## config.mk

```make
export PLATFORM = sky130hd
export DESIGN_NAME = afe_ctrl
export DESIGN_NICKNAME = d
export VERILOG_FILES = /design/src/rtl/afe_pkg.sv /design/src/rtl/afe_cmd_decode.sv /design/src/rtl/afe_offset_bank.sv /design/src/rtl/afe_ready_timer.sv /design/src/rtl/afe_ctrl.sv
export SDC_FILE = /design/constraint.sdc
export NUM_CORES = 1
export LEC_CHECK = 0
export CORE_UTILIZATION = 50
export DETAILED_ROUTE_END_ITERATION = 10
export GPL_TIMING_DRIVEN = 0
export PLACE_DENSITY = 0.77
export REMOVE_ABC_BUFFERS = 1
export SLEW_MARGIN = 15
export SYNTH_ARGS = -nofsm -noshare
export SYNTH_HDL_FRONTEND = slang
export SYNTH_SLANG_ARGS = --single-unit
```

## constraint.sdc

```tcl
create_clock -name clk -period 3.2 [get_ports clk]
set_input_delay 0.96 -clock clk [delete_from_list [all_inputs] [get_ports clk]]
set_output_delay 0.96 -clock clk [all_outputs]
set_load 0.02 [all_outputs]
```

## src/rtl/afe_pkg.sv

```systemverilog
package afe_pkg;
  localparam int unsigned NUM_CH = 8;
  localparam int unsigned CH_W   = $clog2(NUM_CH);
  localparam int unsigned OFS_W  = 11;
  localparam int unsigned GAIN_W = 3;

  localparam logic [7:0] A_NOP   = 8'h00;
  localparam logic [7:0] A_SWRST = 8'h01;
  localparam logic [7:0] A_ID    = 8'h02;
  localparam logic [7:0] A_VER   = 8'h03;
  localparam logic [7:0] A_WAKE  = 8'h04;
  localparam logic [7:0] A_SLEEP = 8'h05;
  localparam logic [7:0] A_GAIN  = 8'h06;
  localparam logic [7:0] A_LDO   = 8'h07;
  localparam logic [7:0] A_SENSE = 8'h08;
  localparam logic [3:0] SEL_PAGE = 4'h1;
  localparam logic [3:0] OFS_PAGE = 4'h2;

  typedef struct packed {
    logic            swrst;
    logic            id;
    logic            ver;
    logic            wake;
    logic            sleep;
    logic            gain;
    logic            ldo;
    logic            sense;
    logic            sel;
    logic            ofs;
    logic [CH_W-1:0] ch;
  } dec_t;

  // Low nibble of a channel-page address -> {hit, channel index}.
  function automatic logic [CH_W:0] slot_of(input logic [3:0] lo);
    case (lo)
      4'h0:    slot_of = {1'b1, 3'd0};
      4'h2:    slot_of = {1'b1, 3'd1};
      4'h4:    slot_of = {1'b1, 3'd2};
      4'h5:    slot_of = {1'b1, 3'd3};
      4'h8:    slot_of = {1'b1, 3'd4};
      4'hA:    slot_of = {1'b1, 3'd5};
      4'hC:    slot_of = {1'b1, 3'd6};
      4'hE:    slot_of = {1'b1, 3'd7};
      default: slot_of = '0;
    endcase
  endfunction
endpackage

```

## src/rtl/afe_cmd_decode.sv

```systemverilog
module afe_cmd_decode
  import afe_pkg::*;
(
  input  logic [7:0] addr,
  output dec_t       dec
);
  logic [CH_W:0] slot;

  always_comb begin
    slot      = slot_of(addr[3:0]);
    dec       = '0;
    dec.swrst = (addr == A_SWRST);
    dec.id    = (addr == A_ID);
    dec.ver   = (addr == A_VER);
    dec.wake  = (addr == A_WAKE);
    dec.sleep = (addr == A_SLEEP);
    dec.gain  = (addr == A_GAIN);
    dec.ldo   = (addr == A_LDO);
    dec.sense = (addr == A_SENSE);
    dec.sel   = (addr[7:4] == SEL_PAGE) && slot[CH_W];
    dec.ofs   = (addr[7:4] == OFS_PAGE) && slot[CH_W];
    dec.ch    = slot[CH_W-1:0];
  end
endmodule

```

## src/rtl/afe_offset_bank.sv

```systemverilog
module afe_offset_bank #(
  parameter int unsigned NCH = 8,
  parameter int unsigned W   = 11,
  localparam int unsigned IW = $clog2(NCH)
) (
  input  logic          clk,
  input  logic          rst,
  input  logic          clr,
  input  logic          we,
  input  logic [IW-1:0] widx,
  input  logic [W-1:0]  wdata,
  input  logic [IW-1:0] ridx,
  output logic [W-1:0]  rdata,
  input  logic [IW-1:0] act_idx,
  output logic [W-1:0]  act_q
);
  logic [W-1:0] mem [NCH];

  for (genvar g = 0; g < NCH; g++) begin : g_ent
    always_ff @(posedge clk) begin
      if (rst || clr)
        mem[g] <= '0;
      else if (we && widx == IW'(g))
        mem[g] <= wdata;
    end
  end

  assign rdata = mem[ridx];

  always_ff @(posedge clk) begin
    if (rst) act_q <= '0;
    else     act_q <= mem[act_idx];
  end

  assert_clr_zero_R11: assert property (@(posedge clk) disable iff (rst)
    clr |=> (mem[widx] == '0));
endmodule

```

## src/rtl/afe_ready_timer.sv

```systemverilog
module afe_ready_timer #(
  parameter int unsigned SETUP_CYC = 700,
  parameter int unsigned WAKE_CYC  = 1920,
  localparam int unsigned MAXC = (SETUP_CYC > WAKE_CYC) ? SETUP_CYC : WAKE_CYC,
  localparam int unsigned CW   = $clog2(MAXC + 1)
) (
  input  logic clk,
  input  logic rst,
  input  logic load_setup,
  input  logic load_wake,
  input  logic hold_low,
  output logic ready_o
);
  logic [CW-1:0] cnt_q;

  always_ff @(posedge clk) begin
    if (rst) begin
      cnt_q   <= '0;
      ready_o <= 1'b1;
    end else if (load_wake) begin
      cnt_q   <= CW'(WAKE_CYC);
      ready_o <= 1'b0;
    end else if (load_setup) begin
      cnt_q   <= CW'(SETUP_CYC);
      ready_o <= 1'b0;
    end else if (cnt_q > CW'(1)) begin
      cnt_q   <= cnt_q - 1'b1;
      ready_o <= 1'b0;
    end else begin
      cnt_q   <= '0;
      ready_o <= ~hold_low;
    end
  end

  assert_load_low_R10: assert property (@(posedge clk) disable iff (rst)
    (load_setup || load_wake) |=> !ready_o);
  assert_hold_low_R8: assert property (@(posedge clk) disable iff (rst)
    hold_low |=> !ready_o);
endmodule

```

## src/rtl/afe_ctrl.sv

```systemverilog
module afe_ctrl
  import afe_pkg::*;
#(
  parameter longint unsigned CLK_HZ   = 200_000_000,
  parameter longint unsigned SETUP_NS = 3500,
  parameter longint unsigned WAKE_NS  = 9600,
  parameter logic [3:0]      HW_VER   = 4'd0,
  parameter logic [7:0]      SW_VER   = 8'd1,
  parameter logic [15:0]     ID_WORD  = 16'h8910,
  localparam longint unsigned SETUP_RAW = (CLK_HZ / 1000) * SETUP_NS / 1_000_000,
  localparam longint unsigned WAKE_RAW  = (CLK_HZ / 1000) * WAKE_NS / 1_000_000,
  localparam int unsigned SETUP_CYC = (SETUP_RAW < 1) ? 1 : int'(SETUP_RAW),
  localparam int unsigned WAKE_CYC  = (WAKE_RAW < 1) ? 1 : int'(WAKE_RAW)
) (
  input  logic              clk,
  input  logic              rst,
  input  logic              acc_valid,
  input  logic              acc_write,
  input  logic [7:0]        acc_addr,
  input  logic [15:0]       acc_wdata,
  output logic              rd_valid,
  output logic [15:0]       rd_data,
  output logic [GAIN_W-1:0] gain_code,
  output logic [NUM_CH-1:0] chan_sel,
  output logic [OFS_W-1:0]  offset_code,
  output logic              ldo_vsel,
  output logic              ldo_en,
  output logic              sense_sel,
  output logic              analog_pd,
  output logic              analog_ready
);
  dec_t              dec;
  logic              acc_ok, wr_any, rd_any;
  logic              load_setup, load_wake;
  logic [GAIN_W-1:0] gain_q, gain_n;
  logic [1:0]        ldo_q, ldo_n;
  logic [CH_W-1:0]   ch_q, ch_n;
  logic              sense_n, sleep_n;
  logic [OFS_W-1:0]  bank_rdata;

  afe_cmd_decode u_dec (.addr(acc_addr), .dec(dec));

  assign wr_any = acc_valid && acc_write;
  assign rd_any = acc_valid && !acc_write;
  // While asleep only wake and regulator writes pass the filter.
  assign acc_ok = wr_any && (!analog_pd || dec.wake || dec.ldo);

  always_comb begin
    gain_n  = gain_q;
    ldo_n   = ldo_q;
    ch_n    = ch_q;
    sense_n = sense_sel;
    sleep_n = analog_pd;
    if (acc_ok) begin
      if (dec.swrst) begin
        gain_n  = '0;
        ldo_n   = '0;
        ch_n    = '0;
        sense_n = 1'b0;
        sleep_n = 1'b0;
      end
      if (dec.gain)  gain_n  = acc_wdata[GAIN_W-1:0];
      if (dec.ldo)   ldo_n   = acc_wdata[1:0];
      if (dec.sense) sense_n = 1'b1;
      if (dec.sel) begin
        ch_n    = dec.ch;
        sense_n = 1'b0;
      end
      if (dec.sleep) sleep_n = 1'b1;
      if (dec.wake)  sleep_n = 1'b0;
    end
  end

  assign load_wake  = acc_ok && dec.wake && analog_pd;
  assign load_setup = acc_ok && !load_wake &&
                      (dec.swrst || dec.gain || dec.ldo || dec.sense ||
                       dec.sel || dec.ofs || dec.sleep || dec.wake);

  always_ff @(posedge clk) begin
    if (rst) begin
      gain_q    <= '0;
      ldo_q     <= '0;
      ch_q      <= '0;
      sense_sel <= 1'b0;
      analog_pd <= 1'b0;
      chan_sel  <= NUM_CH'(1);
      ldo_en    <= 1'b1;
    end else begin
      gain_q    <= gain_n;
      ldo_q     <= ldo_n;
      ch_q      <= ch_n;
      sense_sel <= sense_n;
      analog_pd <= sleep_n;
      chan_sel  <= NUM_CH'(1) << ch_n;
      ldo_en    <= ~sleep_n | ~ldo_n[1];
    end
  end

  assign gain_code = gain_q;
  assign ldo_vsel  = ldo_q[0];

  afe_offset_bank #(.NCH(NUM_CH), .W(OFS_W)) u_bank (
    .clk    (clk),
    .rst    (rst),
    .clr    (acc_ok && dec.swrst),
    .we     (acc_ok && dec.ofs),
    .widx   (dec.ch),
    .wdata  (acc_wdata[OFS_W-1:0]),
    .ridx   (dec.ch),
    .rdata  (bank_rdata),
    .act_idx(ch_q),
    .act_q  (offset_code)
  );

  afe_ready_timer #(.SETUP_CYC(SETUP_CYC), .WAKE_CYC(WAKE_CYC)) u_rdy (
    .clk       (clk),
    .rst       (rst),
    .load_setup(load_setup),
    .load_wake (load_wake),
    .hold_low  (sleep_n),
    .ready_o   (analog_ready)
  );

  always_ff @(posedge clk) begin
    if (rst) begin
      rd_valid <= 1'b0;
      rd_data  <= '0;
    end else begin
      rd_valid <= rd_any;
      if (rd_any) begin
        rd_data <= '0;
        if (dec.id)   rd_data <= ID_WORD;
        if (dec.ver)  rd_data <= {4'b0, HW_VER, SW_VER};
        if (dec.gain) rd_data <= 16'(gain_q);
        if (dec.ldo)  rd_data <= 16'(ldo_q);
        if (dec.ofs)  rd_data <= 16'(bank_rdata);
      end
    end
  end

  assert_chan_onehot_R4: assert property (@(posedge clk) disable iff (rst)
    $countones(chan_sel) == 1);
  assert_sense_hold_R5: assert property (@(posedge clk) disable iff (rst)
    (sense_sel && !(acc_ok && (dec.sel || dec.swrst))) |=> sense_sel);
  assert_ldo_awake_R7: assert property (@(posedge clk) disable iff (rst)
    !analog_pd |-> ldo_en);
  assert_sleep_filter_R8: assert property (@(posedge clk) disable iff (rst)
    (analog_pd && wr_any && !dec.wake && !dec.ldo) |=>
      ($stable(gain_code) && $stable(chan_sel) && $stable(sense_sel)));
  assert_pd_not_ready_R8: assert property (@(posedge clk) disable iff (rst)
    analog_pd |-> !analog_ready);
  assert_rd_pulse_R2: assert property (@(posedge clk) disable iff (rst)
    rd_any |=> rd_valid);
endmodule

```

==> impl_metrics.json <==
{
  "run_status": "complete, no violations",
  "ios": 72,
  "synth_top_cell_by_area": "edfxtp_1",
  "path_clk_slew_ns": 0.06,
  "r2r_slack_ns": 1.06,
  "wl_per_cell_um": 21.61,
  "dr.pass1.iters": 5,
  "die_height_um": 121.8,
  "final_max_slew_viol_count": 0,
  "synth_warnings": 0,
  "path_cells": "clkdlybuf4s50_1 -> or4_4 -> nor2_1 -> a21oi_4 -> o21ai_2 -> buf_4",
  "cts-buffers-inserted": 17,
  "antenna_left": 0,
  "clock.fmax_mhz": 317.6,
  "crit_path_end": "u_bank.mem[0][4]$_SDFFCE_PN0P_",
  "cts-root-buf": "clkbuf_16",
  "routabilityCongestion": 0.8680,
  "syn-cell-area_um2": 7176,
  "critPathMaxStageDelay_ns": 0.68,
  "grt_pass1_vias": 5357,
  "maxCapViolations": 0,
  "finalSetupViolCount": 0,
  "synth_seq_area_share": 0.5217,
  "grt_util_all_layers": 0.2668,
  "critPathLaunchType": "primary input",
  "dieWidth_um": 121.8,
  "nNetsFinal": 717,
  "grt_max_degree": 43,
  "crit_type": "primary input to flip-flop",
  "synth_area_leaders": "edfxtp_1 (37%), dfxtp_1 (15%), mux4_2 (9.7%)",
  "area_growth_pct": 24.48,
  "relSlewSlack": 0.3071,
  "core_area_um2": 13930,
  "timing.hold.ws_ns": 0.4933,
  "dp_hpwl_um": 11820,
  "floorplan.initialDensity": 0.5150,
  "hold_violations": 0,
  "path_max_fanout": 9,
  "clkSinkCount": 143,
  "synth_ff_type": "edfxtp_1",
  "cpMaxStageDelayCell": "or4_4",
  "synth-seq-cells": 143,
  "avgSynthCellArea_um2": 11.74,
  "grt_remaining_overflow": 0,
  "cts_max_path_buffers": 2,
  "critPathCaptureType": "flip-flop",
  "rows": 43,
  "crit_start": "acc_addr[4]",
  "dieArea_um2": 14830,
  "powerDensity_nw_per_um2": 539.9,
  "hp-class": "flip-flop to flip-flop",
  "reg2reg_to": "u_bank.mem[0][4]$_SDFFCE_PN0P_",
  "dp.cells": 821,
  "vias_per_cell": 6.203,
  "netlist.area_leader.share": 0.3683,
  "worst_pin_slew_ns": 1.036,
  "drc": 0,
  "drive_gt1_frac": 0.2014,
  "ir_drop_mv": 0.4423,
  "io_buffer_count": 63,
  "wl_um": 19020,
  "synthDistinctLibCells": 67,
  "diodes": 0,
  "drtIter0Drc": 745,
  "synth_edf_count": 88,
  "cp.required_ns": 3.33,
  "antenna_found_initial": 0,
  "reg2regPathDepth": 5,
  "worstReg2RegStart": "analog_pd$_SDFF_PP0_",
  "arrival_ns": 3.28,
  "post-synth-top-count-cell": "and2_1",
  "clk_latency_ns": 0.43,
  "ctsHoldBuffers": 0,
  "vias": 5459,
  "grt_pass1_wl_um": 28420,
  "min_from": "rd_data[5]$_SDFFE_PP0P_",
  "fin_crit_sh": 0.9841,
  "cts_tree": "done",
  "syn-instance-count": 611,
  "fin_cells": 880,
  "min_period_ns": 3.149,
  "p_leak_nw": 3.123,
  "synthTopCellsByCount": "and2_1 (94), edfxtp_1 (88), dfxtp_1 (55), nand2_1 (42), nor2_1 (42)",
  "synth_async_sr_flop_share": 0,
  "finalClockSkew_ns": 0.006787,
  "htreeDepth": 4
}
[final cells by class]
| class | instances | area, um2 |
|---|---|---|
| clock buffers | 22 | 444.2 |
| fillers | 996 | 5002 |
| inverters | 12 | 45.04 |
| flip-flops and latches | 143 | 3746 |
| clock inverters | 10 | 116.4 |
| well taps | 180 | 225.2 |
| multi-input cells | 415 | 3381 |
| repair buffers | 98 | 974.7 |
[cells in the final DEF (no fill, tap or decap), drive strengths merged, types with 4 or more instances in the layout]
master	instances
and2	94
edfxtp	88
clkdlybuf4s50	58
dfxtp	55
nand2	42
nor2	42
buf	37
mux4	31
clkbuf	24
o21ai	21
nand2b	16
mux2i	14
nand3	13
nor3	13
inv	12
a21oi	12
o211ai	9
a31oi	7
a32o	7
a22oi	7
nor4	7
clkinv	6
xnor2	5
xor2	5
nor3b	5
or4	5
o31ai	5
and3	4
o21a	4
mux2	4
[metrics by stage]
stage / power, mW / cell area (um2) / utilization / setup TNS, ns / worst slack [ns]
3_3_place_gp: 2.873 / 7823 / 0.5614 / -424.03 / -2.829
4_1_cts: 4.808 / 8826 / 0.6334 / -0.003110 / -0.003110
2_1_floorplan: 2.668 / 6967 / - / -4.940 / -0.1286
6_report: 4.822 / 8932 / 0.6410 / 0 / 0.05103
5_1_grt: 4.983 / 8932 / 0.6410 / -0.1099 / -0.02282
3_5_place_dp: 2.922 / 7991 / 0.5735 / -353.37 / -1.960
[state kept, by name, summed over array words and instances, names as in the netlist]
register and count:
gain_code 3, sense_sel 1, ldo_q 2, u_bank.act_q 11, analog_pd 1, ch_q 3, chan_sel 8, u_rdy.cnt_q 11
u_rdy.ready_o 1, ldo_en 1, u_bank.mem 88, rd_valid 1, rd_data 12
[critical path: cells and delay by family]
kind	cells	cell delay, ns
and+or+nand+nor	2	1.02
buffers and inverters	2	0.85
AOI/OAI and AO/OA	2	0.44
[metal layers]
layer | vias to the layer above | part of all wire | global-route usage
met5 | - | 0 | 0
li1 | 2412 | - | -
met1 | 2652 | 0.38 | 0.3239
met2 | 320 | 0.49 | 0.4326
met3 | 75 | 0.094 | 0.06461
met4 | 0 | 0.042 | 0.1551
[cell families after synthesis]
logic type | synth area share
compound gates | 0.09782
xor+xnor | 0.01221
fa+ha+maj | 0.003487
buf+inv | 0.03644
flops | 0.5217
mux | 0.1231
other cells | 0.0005226
simple gates | 0.2047
[what timing repair did]
item,in CTS,in global routing
setup endpoints to repair,219,106
gates resized for setup,39,6
setup buffers,15,12
pin swaps,9,5
[worst min path at each step]
stage | cells past startpoint | slack [ns] | to
2_1_floorplan | 1 | 0.47 | u_rdy.cnt_q[0]$_SDFF_PP0_
3_3_place_gp | 1 | 0.48 | rd_data[5]$_SDFFE_PP0P_
3_5_place_dp | 1 | 0.48 | rd_data[3]$_SDFFE_PP0P_
4_1_cts | 1 | 0.49 | rd_data[3]$_SDFFE_PP0P_
5_1_grt | 1 | 0.51 | rd_data[7]$_SDFFE_PP0P_
6_report | 1 | 0.49 | rd_data[5]$_SDFFE_PP0P_
[power breakdown]
part | total [mW] | internal (mW) | switching, mW
Sequential | 2.19 | 2.09 | 0.0997
Combinational | 0.745 | 0.333 | 0.411
Clock | 1.89 | 1.14 | 0.748
Total | 4.82 | 3.56 | 1.26
(Power assumes the default switching activity.)
